## src/rtl/bshift_pkg.sv

```systemverilog
// Package: shared operation codes for the barrel shifter.
// Assumes: op bit 0 selects a right shift, and both bits set allow a sign fill.
package bshift_pkg;

    typedef enum logic [1:0] {
        OP_LSL = 2'b00,
        OP_LSR = 2'b01,
        OP_ASL = 2'b10,
        OP_ASR = 2'b11
    } shift_op_e;

endpackage

```

## src/rtl/bshift_fill_sel.sv

```systemverilog
// Module: bshift_fill_sel
// Decodes the operation once for the whole chain: the direction of the
// shift and the bit every stage inserts into the vacated positions.
// Assumes: sign_bit is the MSB of the original input, not of any stage.
module bshift_fill_sel
    import bshift_pkg::*;
(
    input  logic [1:0] op,
    input  logic       is_signed,
    input  logic       sign_bit,
    output logic       go_right,
    output logic       fill_bit
);

    // Direction and fill decode, purely combinational.
    always_comb begin
        go_right = op[0];
        fill_bit = 1'b0;
        if (shift_op_e'(op) == OP_ASR && is_signed) begin
            fill_bit = sign_bit;
        end
    end

endmodule

```

## src/rtl/bshift_stage.sv

```systemverilog
// Module: bshift_stage
// One level of the shifter. It moves the word by DIST places when enabled,
// and passes it through unchanged otherwise.
// Assumes: 0 < DIST < W. A left move always fills with 0.
module bshift_stage #(
    parameter int W    = 32,
    parameter int DIST = 1
) (
    input  logic [W-1:0] din,
    input  logic         en,
    input  logic         go_right,
    input  logic         fill_bit,
    output logic [W-1:0] dout
);

    logic [W-1:0] moved_left;
    logic [W-1:0] moved_right;

    // Both candidate moves are plain rewiring plus the fill.
    always_comb begin
        moved_left  = {din[W-1-DIST:0], {DIST{1'b0}}};
        moved_right = {{DIST{fill_bit}}, din[W-1:DIST]};
    end

    // Select: pass through, or take the move in the decoded direction.
    always_comb begin
        if (!en) begin
            dout = din;
        end else if (go_right) begin
            dout = moved_right;
        end else begin
            dout = moved_left;
        end
    end

endmodule

```

## src/rtl/bshift_top.sv

```systemverilog
// Module: bshift_top
// Variable-distance shifter built as a chain of AMT_W stages. Stage k moves
// the word by 2**k places when bit k of the amount is set. An optional
// output register (OUT_REG=1) sits behind the chain and is cleared by a
// synchronous active-low reset.
// Assumes: DATA_W is a power of two, at least 4.
module bshift_top
    import bshift_pkg::*;
#(
    parameter  int DATA_W  = 32,
    parameter  bit OUT_REG = 1'b1,
    localparam int AMT_W   = $clog2(DATA_W)
) (
    input  logic              clk,
    input  logic              rst_n,
    input  logic [DATA_W-1:0] data_in,
    input  logic [AMT_W-1:0]  amount,
    input  logic [1:0]        op,
    input  logic              is_signed,
    output logic [DATA_W-1:0] result
);

    localparam logic [AMT_W-1:0] AMT_MAX = AMT_W'(DATA_W - 1);

    logic              go_right;
    logic              fill_bit;
    logic [DATA_W-1:0] chain [AMT_W+1];
    logic [DATA_W-1:0] shifted;

    // The fill bit is taken from the original input MSB.
    bshift_fill_sel u_fill (
        .op        (op),
        .is_signed (is_signed),
        .sign_bit  (data_in[DATA_W-1]),
        .go_right  (go_right),
        .fill_bit  (fill_bit)
    );

    assign chain[0] = data_in;

    // One stage per bit of the amount.
    for (genvar k = 0; k < AMT_W; k++) begin : g_stage
        bshift_stage #(
            .W    (DATA_W),
            .DIST (1 << k)
        ) u_stage (
            .din      (chain[k]),
            .en       (amount[k]),
            .go_right (go_right),
            .fill_bit (fill_bit),
            .dout     (chain[k+1])
        );
    end

    assign shifted = chain[AMT_W];

    if (OUT_REG) begin : g_reg
        logic [DATA_W-1:0] result_q;
        // Output register: synchronous clear, otherwise capture the chain.
        always_ff @(posedge clk) begin
            if (!rst_n) begin
                result_q <= '0;
            end else begin
                result_q <= shifted;
            end
        end
        assign result = result_q;
    end else begin : g_comb
        assign result = shifted;
    end

    // Assertions on the chain output against the operands.
    AST_ZERO_PASS: assert property (@(posedge clk) disable iff (!rst_n)
        (amount == '0) |-> (shifted == data_in));

    AST_LEFT_LOW_ZERO: assert property (@(posedge clk) disable iff (!rst_n)
        (!op[0] && amount != '0) |-> (shifted[0] == 1'b0));

    AST_UNSIGNED_TOP_ZERO: assert property (@(posedge clk) disable iff (!rst_n)
        (op[0] && !(op[1] && is_signed) && amount != '0) |-> (shifted[DATA_W-1] == 1'b0));

    AST_SIGN_KEPT: assert property (@(posedge clk) disable iff (!rst_n)
        (op == 2'b11 && is_signed) |-> (shifted[DATA_W-1] == data_in[DATA_W-1]));

    AST_MAX_ALL_ONES: assert property (@(posedge clk) disable iff (!rst_n)
        (amount == AMT_MAX && op == 2'b11 && is_signed && data_in[DATA_W-1])
        |-> (&shifted));

    AST_MAX_ONE_BIT: assert property (@(posedge clk) disable iff (!rst_n)
        (amount == AMT_MAX && !(op == 2'b11 && is_signed && data_in[DATA_W-1]))
        |-> ($countones(shifted) <= 1));

endmodule

```

## config.mk

```make
export PLATFORM = sky130hd
export DESIGN_NAME = bshift_top
export DESIGN_NICKNAME = d
export VERILOG_FILES = /design/src/rtl/bshift_pkg.sv /design/src/rtl/bshift_fill_sel.sv /design/src/rtl/bshift_stage.sv /design/src/rtl/bshift_top.sv
export SDC_FILE = /design/constraint.sdc
export NUM_CORES = 1
export LEC_CHECK = 0
export ABC_AREA = 1
export ABC_CLOCK_PERIOD_IN_PS = 2400
export BUFFER_PORTS_ARGS = -buffer_cell sky130_fd_sc_hd__buf_4
export CORE_ASPECT_RATIO = 1.5
export CORE_MARGIN = 5
export CORE_UTILIZATION = 40
export DETAILED_ROUTE_END_ITERATION = 10
export HOLD_SLACK_MARGIN = 0.06
export PLACE_DENSITY_LB_ADDON = 0.2
export SYNTH_ARGS = -nofsm -noshare
export SYNTH_HDL_FRONTEND = slang
export SYNTH_HIERARCHICAL = 1
export SYNTH_SLANG_ARGS = --single-unit
```

## constraint.sdc

```tcl
create_clock -name clk -period 2.4 [get_ports clk]
set_input_delay 0.24 -clock clk [delete_from_list [all_inputs] [get_ports clk]]
set_output_delay 0.24 -clock clk [all_outputs]
set_load 0.01 [all_outputs]
```

# == Yosys cells after proc, flatten, opt, wreduce, memory -nomap -nowiden ==
# Cells that the tools add are included.
# totals
romBits,0
ram_bits,0
regBits,32
n_memories,0
latchBits,0
out_inout_bits,32
# classes
n_reduce_logical,1
n_lt_le_gt_ge,0
div,0
n_mul,0
n_shift,0
bitwise,0
eq_ne,1
mux,11
add_sub_neg,0
# op_table
op,count
two-way mux 32 bit,10
equality test 2 bit (second input constant),1
logical AND 1 bit,1
two-way mux 1 bit,1

# == Logic depth before layout (Yosys ltp) ==
# logic_depth
word_depth,13
ltp_mapped,25

# == Modules after synthesis ==
# The synthesis kept the hierarchy.
# by_module_without_submodules
module,cells_each,seq_area_each_um2,n_inst,area_each_um2
bshift_top,99,640.6,1,914.6
bshift_stage (g_stage[0].u_stage),206,0.0,1,870.8
bshift_stage (g_stage[2].u_stage),191,0.0,1,849.6
bshift_stage (g_stage[1].u_stage),201,0.0,1,820.8
bshift_stage (g_stage[3].u_stage),174,0.0,1,748.2
bshift_stage (g_stage[4].u_stage),142,0.0,1,600.6
bshift_fill_sel,4,0.0,1,18.8

# == Least setup slack after synthesis ==
# Ideal clock, no wire load.
# synth_path
path_kind,in2reg
from,input op[0]
to,register g_reg.result_q[26] (netlist: result[26])
setup_ns,0.109
slack_ns,0.456
n_path_buf,3
t_arrival_ns,1.835
path_stages,25
cell_sequence,buf_4 > buf_6 > inv_2 > buf_6 > nand2_1 > nand3_1 > nand2_1 > inv_1 > nand2_1 > nand3_1 > nand2_1 > inv_1 > nand2_1 > nand3_1 > nand2_1 > inv_1 > nand2_1 > nand3_1 > nand2_1 > nand2_1 > nand2_1 > nand2_1 > nand2_1 > nand2_1 > inv_1
# synth_lines
element,line_no,text
"start, declared",bshift_top.sv:18,"input logic [1:0] op,"
"end signal, assigned",bshift_top.sv:64,result_q <= shifted;
"end, declared",bshift_top.sv:58,logic [DATA_W-1:0] result_q;

==> results.cfg <==
[power_and_ir_drop]
p_leak_nw = 3.75
p_per_area_mw_per_mm2 = 411
ir_drop_mv = 0.263

[global_route]
grtUsageMet1_pct = 22.2
grtUsageTotal_pct = 18.6
grt_antenna_before_repair = 0
grt_pass1_vias = 5023
grt_max_degree = 57
grt_util_met3_pct = 1.11
grt_pass1_wl_mm = 22.7
grt_util_met2_pct = 34.9
gr-max-usage-layer = met2
overflow = 0

[clocking]
cts_tree = done
cts_hold_buf = 0
path_clk_slew_ns = 0.05
cts_made_buffers = 5
cts_resized = 0
clkSinkCount = 32
ctsHtreeMaxLevel = 2
cts_buffer_depth = 2
cts-root-buf = clkbuf_16
cts_setup_buffers = 0

[route]
dr.pass1.iters = 5
routed_wl_mm = 13.5
drtIter0Drc = 286
vias = 5691
drtAntennaViolNets = 0
route.detailed.drc = 0
vias_per_cell = 4.73
drt-wirelength-per-cell_um = 11.2

[finish]
fin_nets = 1090
final_common_cell = nand2_1
final_cell_count_no_fill = 1202
fill_cells = 1408
fin_area_mm2 = 0.00540
final_cell_mix = nand2_1, inv_1, nand3_1
utilization_pct = 45.4
largest_reg_flops = 32
synthToLayoutAreaGrowth_pct = 11.9
diodes = 0
drive_above_1_share_pct = 11.2

[sta]
hold_viol = 0
tightestPinTransition_ns = 0.502
setup_viol = 0
max_freq_mhz = 505
rsz0062_at_grt = no
fin_tns_setup_ns = 0
fin_crit_ns = 1.98
post-route-period-util_pct = 82.5
slew-limit-headroom_pct = 66.5
slew_violations = 0

[critical_path]
cp.buffers_inverters = 7
start_kind = primary input
critical_path_required_ns = 2.57
crit_slowest_cell = buf_4
cpPeakStageDelay_ns = 0.19
cp-end-kind = flip-flop
path_class = in -> reg
crit_chain = buf_4 -> inv_2 -> buf_4 -> nand2_1 -> nand3_1 -> nand2_1 -> inv_1 -> nand2_1 -> nand3_1 -> nand2_1 -> inv_1 -> nand2_1 -> nand3_1 -> nand2_1 -> inv_1 -> nand2_1 -> nand3_1 -> nand2_1 -> nand2_1 -> nand2_1 -> nand2_1 -> nand2_1 -> nand2_1 -> inv_1
crit_top_cell = nand2_1
crit_arrival_ns = 2.15
critPathTopFamily = simple AND/OR/NAND/NOR gates
path_max_fanout = 14
crit_start = op[0]

[placed_design]
dp_hpwl_mm = 10.6
dpl_cell_area_mm2 = 0.00525
gp_routability_congestion = 0.899
port_buffers = 73
placedCellCount = 1194

[synth]
synth_cells = 1017
syn_area_mm2 = 0.00482
ys_warn_count = 6
synth_seq_cells = 32
syn_nets = 1059
synth_seq_area_share_pct = 13.3
yosysUniqueCellTypes = 17
avgSynthCellArea_um2 = 4.74

[die]
die_w_um = 99.7
rows = 49
pin_count = 74
die_y_um = 144
start_util_pct = 40.6
dieArea_mm2 = 0.0144
coreArea_mm2 = 0.0119

[status]
status = finished, final reports clean

[hold_path]
hp-class = in -> reg
worstHoldStart = rst_n

[run]
maxCapViolCount = 0
power breakdown:
| part | switching (W) | internal (W) | leakage [nW] |
|---|---|---|---|
| sequential | 0.0000111 | 0.000572 | 0.263 |
| combinational | 0.000656 | 0.000372 | 3.42 |
| clock | 0.000196 | 0.000411 | 0.0712 |
final cells by class:
type                       count  area [µm²]  share of cell area (%)
multi-input combinational    751        3040                    56.4
timing repair buffer          87         716                    13.3
inverter                     171         659                    12.2
sequential                    32         641                    11.9
tap                          153         191                    3.55
clock buffer                   8         146                    2.71
kinds of logic (layout without fill, tap and decap cells):
group                  after synthesis  in the layout  synth area share, %
AO/OA/AOI/OAI                       15             15                 1.92
buffers and inverters              234            266                 23.6
flip-flops                          32             32                 13.3
AND/OR/NAND/NOR                    736            736                 61.2
metal layers:
metal  vias up  wire length (µm)  part of all wire, %
met4         0               247                  1.8
li1       3030                 -                    -
met2       138              6960                   52
met5         -                 0                    0
met3        15               572                  4.3
met1      2508              5680                   42
worst paths after layout:
| check | endpoint | slack [ns] | cells past startpoint |
|---|---|---|---|
| worst max-delay path | result[26] | 0.42 | 24 |
| worst min-delay path | result[18] | 0.34 | 3 |
synthesized netlist by cell type:
cell / n / area [µm²]
buf_12: 1 / 20.0
buf_2: 29 / 145
buf_4: 13 / 97.6
buf_6: 18 / 203
clkbuf_4: 2 / 15.0
dfxtp_1: 32 / 641
inv_1: 162 / 608
inv_2: 5 / 18.8
inv_4: 1 / 6.26
inv_6: 3 / 26.3
nand2_1: 604 / 2270
nand2_2: 14 / 87.6
nand2_4: 1 / 11.3
nand3_1: 116 / 581
nor2_1: 1 / 3.75
o21ai_0: 1 / 5.00
o22ai_1: 14 / 87.6
worst min-delay path, cell delays in order:
cell and delay (ns):
buf_4 0.21, nand2_1 0.09, inv_1 0.03
stage by stage:
stage / setup WS [ns] / hold slack [ns] / power (W)
floorplan: 0.456 / 0.333 / 0.00136
global placement: 0.145 / 0.624 / 0.00162
detailed placement: 0.147 / 0.628 / 0.00162
CTS: 0.427 / 0.336 / 0.00224
global route: 0.0978 / 0.362 / 0.00242
finish: 0.421 / 0.341 / 0.00222
Power figures use the tool's default switching activity.
